==> config.mk <==
export PLATFORM = sky130hd
export DESIGN_NAME = dchan_io_decode
export DESIGN_NICKNAME = d
export VERILOG_FILES = /design/src/rtl/dcd_pkg.sv /design/src/rtl/dcd_base_regs.sv /design/src/rtl/dcd_window.sv /design/src/rtl/dcd_sel_shadow.sv /design/src/rtl/dchan_io_decode.sv
export SDC_FILE = /design/constraint.sdc
export NUM_CORES = 1
export LEC_CHECK = 0
export CAP_MARGIN = 20
export CORE_ASPECT_RATIO = 0.75
export CORE_UTILIZATION = 65
export CTS_CLUSTER_DIAMETER = 60
export DETAILED_ROUTE_END_ITERATION = 8
export DONT_BUFFER_PORTS = 1
export HOLD_SLACK_MARGIN = 0.02
export PLACE_DENSITY = 0.85
export SYNTH_ARGS = -nofsm -noshare
export SYNTH_HDL_FRONTEND = slang
export SYNTH_HIERARCHICAL = 1
export SYNTH_SLANG_ARGS = --single-unit
==> constraint.sdc <==
create_clock -name clk -period 8.1 [get_ports clk]
set_input_delay 0.405 -clock clk [delete_from_list [all_inputs] [get_ports clk]]
set_output_delay 0.405 -clock clk [all_outputs]
set_load 0.01 [all_outputs]
==> src/rtl/dcd_pkg.sv <==
// Shared types for the dual-channel IO decoder.
// Assumes the window order below; the priority encoder relies on it.
package dcd_pkg;
    localparam int NUM_WIN = 5;
    localparam int W_PCMD  = 0;
    localparam int W_PCTL  = 1;
    localparam int W_SCMD  = 2;
    localparam int W_SCTL  = 3;
    localparam int W_BM    = 4;

    typedef enum logic [1:0] {
        KIND_NONE = 2'd0,
        KIND_CMD  = 2'd1,
        KIND_CTRL = 2'd2,
        KIND_BM   = 2'd3
    } win_kind_e;

    typedef enum logic [1:0] {
        SZ_BYTE  = 2'd0,
        SZ_WORD  = 2'd1,
        SZ_DWORD = 2'd2,
        SZ_BAD   = 2'd3
    } acc_size_e;

    // Kind of a window index.
    function automatic win_kind_e kind_of(input int idx);
        if (idx == W_BM)          return KIND_BM;
        else if (idx % 2 == 0)    return KIND_CMD;
        else                      return KIND_CTRL;
    endfunction
endpackage

==> src/rtl/dcd_base_regs.sv <==
// Holds one programmable base per window.
// Assumes cfg_sel values at or above NUM_WIN select nothing; a zero base means unprogrammed.
module dcd_base_regs #(
    parameter int AW      = 16,
    parameter int NUM_WIN = 5,
    localparam int SW     = $clog2(NUM_WIN)
) (
    input  logic                          clk,
    input  logic                          rst_n,
    input  logic                          cfg_we,
    input  logic [SW-1:0]                 cfg_sel,
    input  logic [AW-1:0]                 cfg_wdata,
    output logic [NUM_WIN-1:0][AW-1:0]    base_o
);
    logic [NUM_WIN-1:0][AW-1:0] base_q;

    for (genvar g = 0; g < NUM_WIN; g++) begin : g_base
        // Load the base of window g on a nonzero write that selects it.
        always_ff @(posedge clk) begin
            if (!rst_n)
                base_q[g] <= '0;
            else if (cfg_we && (cfg_sel == SW'(g)) && (cfg_wdata != '0))
                base_q[g] <= cfg_wdata;
        end
    end

    assign base_o = base_q;

    AST_ZERO_BASE_KEEPS: assert property (@(posedge clk) disable iff (!rst_n)
        (cfg_we && cfg_wdata == '0) |=> $stable(base_o));
endmodule

==> src/rtl/dcd_window.sv <==
// One address window: compares an address against base and base+SIZE.
// Assumes SIZE fits in OW offset bits; the upper bound is computed one bit wider so it never wraps.
module dcd_window #(
    parameter int AW   = 16,
    parameter int SIZE = 8,
    parameter int OW   = 4
) (
    input  logic [AW-1:0] base_i,
    input  logic [AW-1:0] addr_i,
    output logic          hit_o,
    output logic [OW-1:0] ofs_o
);
    logic [AW:0] lim;

    // Range test with a widened limit.
    always_comb begin
        lim   = {1'b0, base_i} + (AW+1)'(SIZE);
        hit_o = (base_i != '0) && (addr_i >= base_i) && ({1'b0, addr_i} < lim);
        ofs_o = addr_i[OW-1:0] - base_i[OW-1:0];
    end

    initial begin
        assert (SIZE >= 1 && SIZE <= (1 << OW)) else $error("window size does not fit offset width");
    end
endmodule

==> src/rtl/dcd_sel_shadow.sv <==
// Shadow of the master/slave select bit, one per channel.
// Assumes the caller asserts upd_en only for accepted select-register writes.
module dcd_sel_shadow #(
    parameter int NUM_CH = 2
) (
    input  logic              clk,
    input  logic              rst_n,
    input  logic              upd_en,
    input  logic              upd_chan,
    input  logic              upd_bit,
    output logic [NUM_CH-1:0] shadow_o
);
    for (genvar c = 0; c < NUM_CH; c++) begin : g_ch
        // Latch the select bit of channel c on its select write.
        always_ff @(posedge clk) begin
            if (!rst_n)
                shadow_o[c] <= 1'b0;
            else if (upd_en && (upd_chan == 1'(c)))
                shadow_o[c] <= upd_bit;
        end
    end

    AST_SHADOW_HOLDS: assert property (@(posedge clk) disable iff (!rst_n)
        !upd_en |=> $stable(shadow_o));
endmodule

==> src/rtl/dchan_io_decode.sv <==
// Top of the dual-channel IO address decoder.
// Classifies each access into window kind, channel, offset and device, or flags an error.
// Assumes one access per cycle; results are registered and appear one cycle later.
module dchan_io_decode
    import dcd_pkg::*;
#(
    parameter int AW        = 16,
    parameter int CMD_SIZE  = 8,
    parameter int CTRL_SIZE = 4,
    parameter int BM_SIZE   = 16,
    parameter int BM_SPLIT  = 8,
    parameter int SEL_OFF   = 6,
    parameter int SEL_BIT   = 4,
    localparam int MAXW     = (BM_SIZE > CMD_SIZE) ?
                              ((BM_SIZE > CTRL_SIZE) ? BM_SIZE : CTRL_SIZE) :
                              ((CMD_SIZE > CTRL_SIZE) ? CMD_SIZE : CTRL_SIZE),
    localparam int OW       = (MAXW > 1) ? $clog2(MAXW) : 1
) (
    input  logic          clk,
    input  logic          rst_n,
    input  logic          io_space_en,
    input  logic          cfg_we,
    input  logic [2:0]    cfg_sel,
    input  logic [AW-1:0] cfg_wdata,
    input  logic          acc_valid,
    input  logic          acc_write,
    input  logic [1:0]    acc_size,
    input  logic [AW-1:0] acc_addr,
    input  logic [7:0]    acc_wdata,
    output logic          dec_valid,
    output logic          dec_err,
    output logic [1:0]    dec_kind,
    output logic          dec_chan,
    output logic [OW-1:0] dec_offset,
    output logic [1:0]    dec_dev
);
    localparam int IW = $clog2(NUM_WIN);

    logic [NUM_WIN-1:0][AW-1:0] base;
    logic [NUM_WIN-1:0]         win_hit;
    logic [NUM_WIN-1:0][OW-1:0] win_ofs;
    logic [1:0]                 shadow;

    logic          hit_any;
    logic [IW-1:0] hit_idx;
    logic [OW-1:0] ofs;
    win_kind_e     kind;
    logic          chan;
    logic          size_ok;
    logic          accept;
    logic          reject;
    logic          sel_upd;
    logic          dev_bit;

    dcd_base_regs #(.AW(AW), .NUM_WIN(NUM_WIN)) u_base (
        .clk       (clk),
        .rst_n     (rst_n),
        .cfg_we    (cfg_we),
        .cfg_sel   (cfg_sel),
        .cfg_wdata (cfg_wdata),
        .base_o    (base)
    );

    for (genvar w = 0; w < NUM_WIN; w++) begin : g_win
        localparam int WSIZE = (w == W_BM) ? BM_SIZE :
                               ((w % 2 == 0) ? CMD_SIZE : CTRL_SIZE);
        dcd_window #(.AW(AW), .SIZE(WSIZE), .OW(OW)) u_win (
            .base_i (base[w]),
            .addr_i (acc_addr),
            .hit_o  (win_hit[w]),
            .ofs_o  (win_ofs[w])
        );
    end

    // Lowest-index matching window wins.
    always_comb begin
        hit_any = 1'b0;
        hit_idx = '0;
        for (int i = NUM_WIN - 1; i >= 0; i--) begin
            if (win_hit[i]) begin
                hit_any = 1'b1;
                hit_idx = IW'(i);
            end
        end
    end

    // Kind, channel, size legality and acceptance of the current access.
    always_comb begin
        ofs  = win_ofs[hit_idx];
        kind = kind_of(int'(hit_idx));
        if (int'(hit_idx) == W_BM)
            chan = (ofs >= OW'(BM_SPLIT));
        else
            chan = (int'(hit_idx) >= W_SCMD);
        case (acc_size_e'(acc_size))
            SZ_BYTE, SZ_WORD: size_ok = 1'b1;
            SZ_DWORD:         size_ok = (kind == KIND_BM);
            default:          size_ok = 1'b0;
        endcase
        accept  = acc_valid && io_space_en && hit_any && size_ok;
        reject  = acc_valid && io_space_en && !accept;
        sel_upd = accept && acc_write && (kind == KIND_CMD) && (ofs == OW'(SEL_OFF));
        dev_bit = sel_upd ? acc_wdata[SEL_BIT] : shadow[chan];
    end

    dcd_sel_shadow #(.NUM_CH(2)) u_shadow (
        .clk      (clk),
        .rst_n    (rst_n),
        .upd_en   (sel_upd),
        .upd_chan (chan),
        .upd_bit  (acc_wdata[SEL_BIT]),
        .shadow_o (shadow)
    );

    // Register the decode result; fields stay zero unless the access is accepted.
    always_ff @(posedge clk) begin
        if (!rst_n) begin
            dec_valid  <= 1'b0;
            dec_err    <= 1'b0;
            dec_kind   <= KIND_NONE;
            dec_chan   <= 1'b0;
            dec_offset <= '0;
            dec_dev    <= '0;
        end else begin
            dec_valid  <= accept;
            dec_err    <= reject;
            dec_kind   <= accept ? kind : KIND_NONE;
            dec_chan   <= accept ? chan : 1'b0;
            dec_offset <= accept ? ofs : '0;
            dec_dev    <= accept ? {chan, dev_bit} : 2'b00;
        end
    end

    AST_HIT_ERR_EXCL: assert property (@(posedge clk) disable iff (!rst_n)
        !(dec_valid && dec_err));
    AST_IDLE_QUIET: assert property (@(posedge clk) disable iff (!rst_n)
        !acc_valid |=> (!dec_valid && !dec_err && dec_dev == 2'b00));
    AST_IO_OFF_SILENT: assert property (@(posedge clk) disable iff (!rst_n)
        (acc_valid && !io_space_en) |=> (!dec_valid && !dec_err));
    AST_NO_WIDE_TASKFILE: assert property (@(posedge clk) disable iff (!rst_n)
        (acc_valid && acc_size == 2'd2) |=> !(dec_valid && dec_kind != 2'd3));
    AST_BM_SPLIT: assert property (@(posedge clk) disable iff (!rst_n)
        (dec_valid && dec_kind == 2'd3) |-> (dec_chan == (dec_offset >= OW'(BM_SPLIT))));
    AST_DEV_ON_CHAN: assert property (@(posedge clk) disable iff (!rst_n)
        dec_valid |-> (dec_dev[1] == dec_chan));
endmodule

==> results of run 1 <==
==> power groups by stage <==
stage	clock, mW	combinational, mW	sequential [mW]
3_3_place_gp	0	0.231	0.486
3_5_place_dp	0	0.239	0.487
4_1_cts	0.431	0.241	0.476
5_1_grt	0.450	0.275	0.478
6_report	0.427	0.247	0.477
2_1_floorplan	0	0.197	0.482
==> layer usage <==
layer  share of wire (%)  routed length, um  global-route usage, %
met1                  44              10170                  44.49
met2                  44              10180                  55.28
met3                 9.7               2265                  8.187
met4                 3.2                742                  13.95
met5                   0                  0                      0
==> sequential cells by signal, summed over array words and instances (netlist names) <==
| name | count |
|---|---|
| dec_chan | 1 |
| dec_dev | 1 |
| dec_err | 1 |
| dec_kind | 2 |
| dec_offset | 4 |
| dec_valid | 1 |
| u_base/base_o | 80 |
| u_shadow/shadow_o | 2 |
==> cell usage after synthesis, types with 6 or more instances <==
library cell  number  area, um^2
clkbuf_1          11       41.29
nor4_4             7       148.9
dfxtp_1           92        1842
mux2i_1           83       830.8
nor3_1            22       110.1
a21o_1            15       112.6
nor2b_1            6       37.54
inv_1             95       356.6
nor4_1            19       118.9
nor2_1            27       101.4
o211ai_1           6       45.04
buf_6              6       67.56
ha_1             157        1964
xnor2_1           58       508.0
and4_1            10       87.58
nand2_1          149       559.3
o21ai_0           20       100.1
nand4_1           30       187.7
a211oi_1           7       52.55
xor2_1             7       61.31
a21oi_1           56       280.3
and2_1             7       43.79
nand3_1           40       200.2
inv_2              7       26.28
==> final timing paths <==
path	slack (ps)	endpoint	startpoint
min	180	dec_err	io_space_en
min reg2reg	470	u_shadow/shadow_o[0]	u_shadow/shadow_o[0]
max	3200	u_shadow/shadow_o[0]	u_base/base_o[18]
max reg2reg	3200	u_shadow/shadow_o[0]	u_base/base_o[18]
==> kinds of logic after synthesis <==
| kind of cell | share of synthesized area (%) |
|---|---|
| buffers and inverters | 6.358 |
| XOR/XNOR | 6.400 |
| adder cells (fa/ha/maj) | 23.21 |
| AND/OR/NAND/NOR | 22.62 |
| flip-flops | 20.71 |
| AO/OA/AOI/OAI | 11.37 |
| multiplexers | 9.340 |
==> area by class of cell <==
type / instances / area (um^2) / share of cell area (%)
inverters: 102 / 382.9 / 4.143
well taps: 171 / 214.0 / 2.315
flip-flops and latches: 92 / 1842 / 19.93
clock buffers: 10 / 229.0 / 2.478
repair buffers: 2 / 15.01 / 0.1625
multi-input cells: 814 / 6487 / 70.20
clock inverters: 6 / 71.32 / 0.7717
==> metrics by stage <==
| stage | hold slack [ps] | setup slack [ps] | util (%) | power [mW] | std cells |
|---|---|---|---|---|---|
| 2_1_floorplan | 433.1 | 3861 | - | 0.6790 | 1033 |
| 3_3_place_gp | 445.2 | 3410 | 67.98 | 0.7166 | 1181 |
| 3_5_place_dp | 459.1 | 3303 | 67.98 | 0.7254 | 1181 |
| 4_1_cts | 174.7 | 3252 | 70.26 | 1.149 | 1197 |
| 5_1_grt | 198.6 | 2863 | 70.26 | 1.204 | 1197 |
| 6_report | 177.8 | 3196 | 70.26 | 1.151 | 1197 |
==> results.json, run 1 <==
{
  "max_freq_mhz": 203.9,
  "clk_latency_ps": 350,
  "internal-power_uw": 810.4,
  "syn_inst": 1033,
  "fin_area_mm2": 0.009241,
  "fin_setup_tns_ps": 0,
  "core_mm2": 0.01315,
  "ctsResizeCount": 0,
  "ys_ff_latch": 92,
  "synth_warnings": 6,
  "ant_nets": 0,
  "antenna_found_initial": 1,
  "relSlewSlack_pct": 47.59,
  "power_leakage_nw": 3.950,
  "clock-sinks": 92,
  "reg2reg_depth": 18,
  "combPwrFrac_pct": 21.5,
  "dr.pass1.iters": 5,
  "ctsHoldBuffers": 0,
  "crit_chain": "ha_1, nand3_2, nor3_1, nand3_1, xnor2_1, ha_1, a21oi_1, nor2b_1, a2111oi_4, o211ai_2, a211oi_2, nor2_1, o21ai_0, nand4_1, or4_4, nor3_4, nor2b_1, mux2i_1",
  "drt_iter0_markers": 532,
  "post_cts_buffers": 0,
  "pwr_density_cell_mw_per_mm2": 124.5,
  "synth_edf_count": 0,
  "cts_tree": "built",
  "power_frac_seq_pct": 41.4,
  "synth.avg_cell_area_um2": 8.611,
  "ir_drop_uv": 141.4,
  "synthDistinctLibCells": 83,
  "mostFrequentLayoutCells": "157 x ha_1, 149 x nand2_1, 95 x inv_1",
  "place_congestion": 0.9325,
  "drcViolationCount": 0,
  "finalHoldViolCount": 0,
  "max_slew.worst_pin.slew_ps": 786.2,
  "cp_top_family": "simple AND/OR/NAND/NOR gates",
  "dieHeight_um": 103.3,
  "port_buffers": 0,
  "report.final.slew_viol_count": 0,
  "grt.overflow.total": 0,
  "yosysSeqAreaShare_pct": 20.71,
  "clock_power_share_pct": 37.1,
  "cts-root-buf": "clkbuf_16",
  "die_w_um": 137.1,
  "numCtsBuffers": 9,
  "cp.arrival_ps": 5190,
  "viasPerCell": 6.334,
  "clk_pin_slew_ps": 70,
  "period_minus_slack_ps": 4904,
  "grt_pass1_vias": 7181,
  "crit_path_start_kind": "flip-flop",
  "place_area_mm2": 0.008941,
  "dieArea_mm2": 0.01416,
  "drv_cap": 0,
  "skew_ps": 5.946,
  "synth_flop_cell": "dfxtp_1",
  "fill_cells": 1020,
  "rows": 36,
  "p_sw_share_pct": 29.57,
  "synth.cell_area_mm2": 0.008895,
  "wl_per_cell_um": 19.52,
  "layout_commonest_cell": "ha_1",
  "status": "complete, no violations",
  "io_pins": 62,
  "via_count": 7582,
  "h-tree-depth": 3,
  "period_share_pct": 60.54,
  "drt-total-wl_mm": 23.37,
  "crit_slowest_cell": "a211oi_2",
  "path_max_fanout": 9,
  "syn-num-nets": 1246,
  "clock_path_buffers": 2,
  "power.switching_uw": 340.3,
  "initial_core_util_pct": 67.63,
  "nNetsFinal": 1234,
  "min_path_cells": 2,
  "rsz0062_at_grt": "no",
  "min_path_type": "in2reg",
  "drive_gt1_share_pct": 6.043,
  "syn_to_final_growth_pct": 3.896,
  "end_kind": "flip-flop",
  "grt_pass1_wl_mm": 36.62,
  "crit_path_max_incr_delay_ps": 590,
  "place_hpwl_mm": 17.47,
  "setup_viol": 0,
  "insertedDiodeCount": 0,
  "critical_path_buf_inv_count": 0,
  "synthArstFlopShare_pct": 0,
  "cp_num_cells": 18,
  "grt_max_degree": 102,
  "critPathRequiredTime_ps": 8380,
  "grt_usage_pct": 34.36,
  "critPathKind": "reg2reg"
}
Power figures use the tool's default switching activity.
==> run 2: changes to the inputs <==
Settings changed: CORE_UTILIZATION 65 to 60, PLACE_DENSITY 0.85 to 0.83.
Clock period 8.1 ns to 4.3 ns, I/O delays scaled along.
==> run 2 against run 1 <==
Net effect: the run now ends with setup timing left; die area is 8.2% higher; first-iteration DRC count is 20% higher; cell count is 8.5% higher; power is 110% higher; wire length is 15% higher; critical path type unchanged; largest power group is now the clock network.
==> results.json, run 2 (synthesized netlist as in run 1, its figures left out) <==
{
  "status": "finished with violations",
  "failed_checks": "setup timing",
  "place_hpwl_mm": 18.80,
  "drive_gt1_share_pct": 13.28,
  "clock_path_buffers": 2,
  "cp.arrival_ps": 4620,
  "dr.pass1.iters": 8,
  "die_w_um": 142.6,
  "path_max_fanout": 8,
  "setup_slack_ps": -39.07,
  "cts-root-buf": "clkbuf_16",
  "dieArea_mm2": 0.01532,
  "grt_usage_pct": 36.00,
  "fill_cells": 1113,
  "wl_per_cell_um": 20.73,
  "cts_tree": "built",
  "rsz0062_at_grt": "yes",
  "whs_ps": 41.51,
  "grt_max_degree": 59,
  "period_minus_slack_ps": 4339,
  "skew_ps": 5.552,
  "relSlewSlack_pct": 44.93,
  "grt_pass1_vias": 7954,
  "layout_commonest_cell": "ha_1",
  "fin_setup_tns_ps": -57.49,
  "max_slew.worst_pin.slew_ps": 823.3,
  "report.final.slew_viol_count": 0,
  "syn_to_final_growth_pct": 13.17,
  "via_count": 8114,
  "setup_viol": 2,
  "numCtsBuffers": 9,
  "crit_chain": "ha_2, nand3_2, nor3_2, buf_4, xnor2_1, ha_1, a21o_1, a21o_1, a2111oi_4, o211ai_2, a211oi_4, nor2_2, o21ai_0, nand4_1, or4_4, nor3_4, nor2b_4, mux2i_1",
  "period_share_pct": 100.9,
  "ant_nets": 0,
  "clock-sinks": 92,
  "largest_reg_flops": 80,
  "power_leakage_nw": 4.390,
  "drt_iter0_markers": 637,
  "io_pins": 62,
  "clk_latency_ps": 350,
  "nNetsFinal": 1307,
  "core_mm2": 0.01445,
  "crit_path_max_incr_delay_ps": 600,
  "insertedDiodeCount": 0,
  "drv_cap": 0,
  "crit_path_start_kind": "flip-flop",
  "viasPerCell": 6.246,
  "rows": 38,
  "end_kind": "flip-flop",
  "register_area_mm2": 0.001849,
  "critPathKind": "reg2reg",
  "place_congestion": 0.9452,
  "initial_core_util_pct": 61.54,
  "crit_slowest_cell": "or4_4",
  "ir_drop_uv": 217.1,
  "drt-total-wl_mm": 26.93,
  "mostFrequentLayoutCells": "156 x ha_1, 149 x nand2_1, 94 x inv_1",
  "pwr_density_cell_mw_per_mm2": 241.7,
  "dieHeight_um": 107.4,
  "grt_pass1_wl_mm": 41.45,
  "critPathRequiredTime_ps": 4580,
  "antenna_found_initial": 1,
  "multi_input_area_mm2": 0.006585,
  "clk_pin_slew_ps": 60,
  "h-tree-depth": 3,
  "grt.overflow.total": 0,
  "min_path_type": "in2reg",
  "cpMostUsedCell": "a21o_1",
  "port_buffers": 0,
  "finalHoldViolCount": 0,
  "drcViolationCount": 0,
  "max_freq_mhz": 230.5
}
[run 2: cell types whose count changed in the layout (fill, tap and decap cells not counted), moves of 3 or more]
cell           previous run  this run
buf_4                     2        61
dlygate4sd3_1             0        11
dfxtp_1                  92        86
dfxtp_2                   0         6
nor4_1                   19        15
buf_12                    0         3
bufinv_16                 1         4
nor3_1                   22        19
nor3_2                    1         4
nor4_2                    2         5
[run 2: path summary, 6_finish.rpt]
check / from / to / slack, ps / cells after the start
worst min register to register: u_shadow/shadow_o[0] / u_shadow/shadow_o[0] / 470 / 2
worst max-delay path: u_base/base_o[18] / u_shadow/shadow_o[0] / -40 / 18
worst max register to register: u_base/base_o[18] / u_shadow/shadow_o[0] / -40 / 18
worst min-delay path: acc_wdata[4] / u_shadow/shadow_o[1] / 40 / 2
[run 2: cell type report]
class / count / share of cell area (%)
clock buffer: 9 / 2.237
clock inverter: 7 / 1.442
inverter: 102 / 3.804
multi-input combinational: 814 / 65.42
sequential: 92 / 18.37
tap: 200 / 2.486
timing repair buffer: 75 / 6.240
[run 2: layer usage]
metal | wire (um) | global-route usage (%)
met5 | 13 | 0
met4 | 1100 | 15.82
met3 | 2507 | 7.295
met2 | 11850 | 58.26
met1 | 11460 | 46.30
[run 2: repair_timing]
action | in CTS | in global routing
hold buffers | 12 | 0
pin swaps | 3 | 18
setup endpoints to repair | 2 | 3
setup buffers | 1 | 4
resized for setup | 8 | 18
hold endpoints to repair | 31 | 0
[run 2: stage by stage]
| step | total power, mW | setup WS, ps | std cells | area [um^2] | utilization, % |
|---|---|---|---|---|---|
| 2_1_floorplan | 1.279 | 61.35 | 1033 | 8895 | - |
| 3_3_place_gp | 1.376 | 39.01 | 1266 | 9423 | 65.19 |
| 3_5_place_dp | 1.395 | -58.36 | 1266 | 9423 | 65.19 |
| 4_1_cts | 2.410 | 14.99 | 1295 | 9962 | 68.92 |
| 5_1_grt | 2.526 | -383.7 | 1299 | 10070 | 69.64 |
| 6_report | 2.433 | -39.07 | 1299 | 10070 | 69.64 |
[run 2: worst max-delay path, delay by kind of cell (launching register included)]
family          cells  cell delay, ps
compound gates      6            1530
xor+xnor            1             130
fa+ha+maj           2             480
buf+inv             1             150
flops               1             360
mux                 1             170
simple gates        7            1450
[run 2: power by group]
part / leakage [nW] / internal, mW / switching [mW]
clock network: 0.177 / 0.631 / 0.360
logic: 3.47 / 0.239 / 0.313
registers: 0.747 / 0.872 / 0.0195
==> run 3: changes to the inputs <==
Settings changed: BUFFER_PORTS_ARGS set to -buffer_cell sky130_fd_sc_hd__buf_2, CORE_UTILIZATION 60 to 63, DONT_BUFFER_PORTS 1 to not set, PLACE_DENSITY 0.83 to 0.87.
Clock period 4.3 ns to 4.6 ns, I/O delays scaled along.
==> run 3 against run 2 <==
Net effect: the run ends with DRC left; sequential cell count unchanged; wire length is 8.5% lower; first-iteration DRC count decreased by 0.16%; clock-buffer cell count grew 1; die area down 4.7%; core utilization grew 1.3 points; clock power shrank 22%; sequential share of layout area grew 0.54 points; combinational power decreased by 1%; non-clock buffer count rose by 9; largest power group is now registers; highest routed layer is now met4.
==> results.json, run 3 (synthesized netlist as in run 1, its figures left out) <==
{
  "viasPerCell": 6.206,
  "critical_path_buf_inv_count": 3,
  "met3_usage_pct": 5.683,
  "drt_iter0_markers": 636,
  "place_area_mm2": 0.009427,
  "pwr_density_cell_mw_per_mm2": 220.6,
  "numCtsBuffers": 9,
  "path_max_fanout": 9,
  "crit_chain": "buf_4, inv_1, ha_1, inv_1, ha_1, nor2b_1, o21ai_0, a2111o_1, a211oi_2, a211oi_4, or4_4, o21ai_2, o2111ai_1, or4_4, nor3_4, nor2b_2, mux2i_1",
  "ir_drop_uv": 205.9,
  "antenna_found_initial": 0,
  "dieArea_mm2": 0.01460,
  "wl_per_cell_um": 19.21,
  "place_hpwl_mm": 18.64,
  "fin_area_mm2": 0.009757,
  "setup_slack_ps": 170.2,
  "status": "finished with violations",
  "crit_path_start_kind": "flip-flop",
  "finalHoldViolCount": 0,
  "fin_setup_tns_ps": 0,
  "register_area_mm2": 0.001846,
  "nNetsFinal": 1316,
  "max_slew.worst_pin.slew_ps": 759.5,
  "drcViolationCount": 4,
  "die_w_um": 139.2,
  "end_kind": "flip-flop",
  "skew_ps": 7.022,
  "placedCellCount": 1267,
  "ant_nets": 0,
  "rsz0062_at_grt": "no",
  "layout_commonest_cell": "ha_1",
  "ctsHoldBuffers": 0,
  "setup_viol": 0,
  "whs_ps": 122.5,
  "grt.overflow.total": 0,
  "preCtsSetupSlack_ps": 145.2,
  "mostFrequentLayoutCells": "157 x ha_1, 149 x nand2_1, 95 x inv_1",
  "report.final.slew_viol_count": 0,
  "cp.arrival_ps": 4720,
  "utilization_pct": 70.96,
  "drv_cap": 0,
  "initial_core_util_pct": 64.69,
  "relSlewSlack_pct": 49.18,
  "power_leakage_nw": 4.343,
  "grt_pass1_vias": 7717,
  "max_freq_mhz": 225.7,
  "grt_pass1_wl_mm": 39.29,
  "syn_to_final_growth_pct": 9.692,
  "critPathKind": "reg2reg",
  "stdcell_count": 1283,
  "cp_top_family": "simple AND/OR/NAND/NOR gates",
  "core_mm2": 0.01375,
  "grt_usage_pct": 34.55,
  "port_buffers": 54,
  "largest_reg_flops": 80,
  "period_share_pct": 96.30,
  "clk_latency_ps": 350,
  "place_congestion": 0.9842,
  "grt_util_met1_pct": 45.18,
  "dr.pass1.iters": 7,
  "top_usage_layer": "met2",
  "grt_use_met2_pct": 56.10,
  "finalPower_mw": 2.152,
  "cts-root-buf": "clkbuf_16",
  "min_path_type": "in2reg",
  "drive_gt1_share_pct": 13.45,
  "clock_path_buffers": 2,
  "crit_slowest_cell": "or4_4",
  "grt_max_degree": 44,
  "via_count": 7962,
  "clock-sinks": 92,
  "dieHeight_um": 104.9,
  "clk_pin_slew_ps": 70,
  "crit_path_max_incr_delay_ps": 560,
  "multi_input_area_mm2": 0.006505,
  "h-tree-depth": 3,
  "failed_checks": "DRC",
  "insertedDiodeCount": 0,
  "rows": 37,
  "drt-total-wl_mm": 24.64,
  "fill_cells": 1029,
  "period_minus_slack_ps": 4430,
  "io_pins": 62,
  "cts_tree": "built",
  "critPathRequiredTime_ps": 4890
}
[run 3: final cells by class]
type,count,share of cell area (%)
multi-input combinational,814,66.67
sequential,92,18.92
timing repair buffer,84,5.078
inverter,102,3.924
clock buffer,10,2.449
tap,175,2.244
clock inverter,6,0.7181
[run 3: final timing paths]
path | start | to | slack [ps] | depth (start not counted)
worst max-delay path | u_base/base_o[50] | u_shadow/shadow_o[0] | 170 | 17
worst min-delay path | io_space_en | dec_err | 120 | 3
worst max register to register | u_base/base_o[50] | u_shadow/shadow_o[0] | 170 | 17
worst min register to register | u_shadow/shadow_o[0] | u_shadow/shadow_o[0] | 470 | 2
[run 3: what timing repair did]
item,4_1_cts,5_1_grt
setup buffers,0,0
gates resized for setup,0,6
endpoints found under the setup margin,0,3
[run 3: power by group]
part / switching (mW) / total (mW) / internal (mW)
registers: 0.0189 / 0.833 / 0.814
logic: 0.332 / 0.545 / 0.212
clock network: 0.333 / 0.774 / 0.441
total: 0.684 / 2.15 / 1.47
[run 3: worst min-delay path, cell delays in order]
cell     delay, ps
buf_2          110
nand3_1         60
nor2_1          40
[run 3: routing by layer]
| metal | vias up | wire [um] |
|---|---|---|
| li1 | 3851 | - |
| met1 | 3718 | 10550 |
| met2 | 325 | 10940 |
| met3 | 68 | 2193 |
| met4 | 0 | 956 |
| met5 | - | 0 |
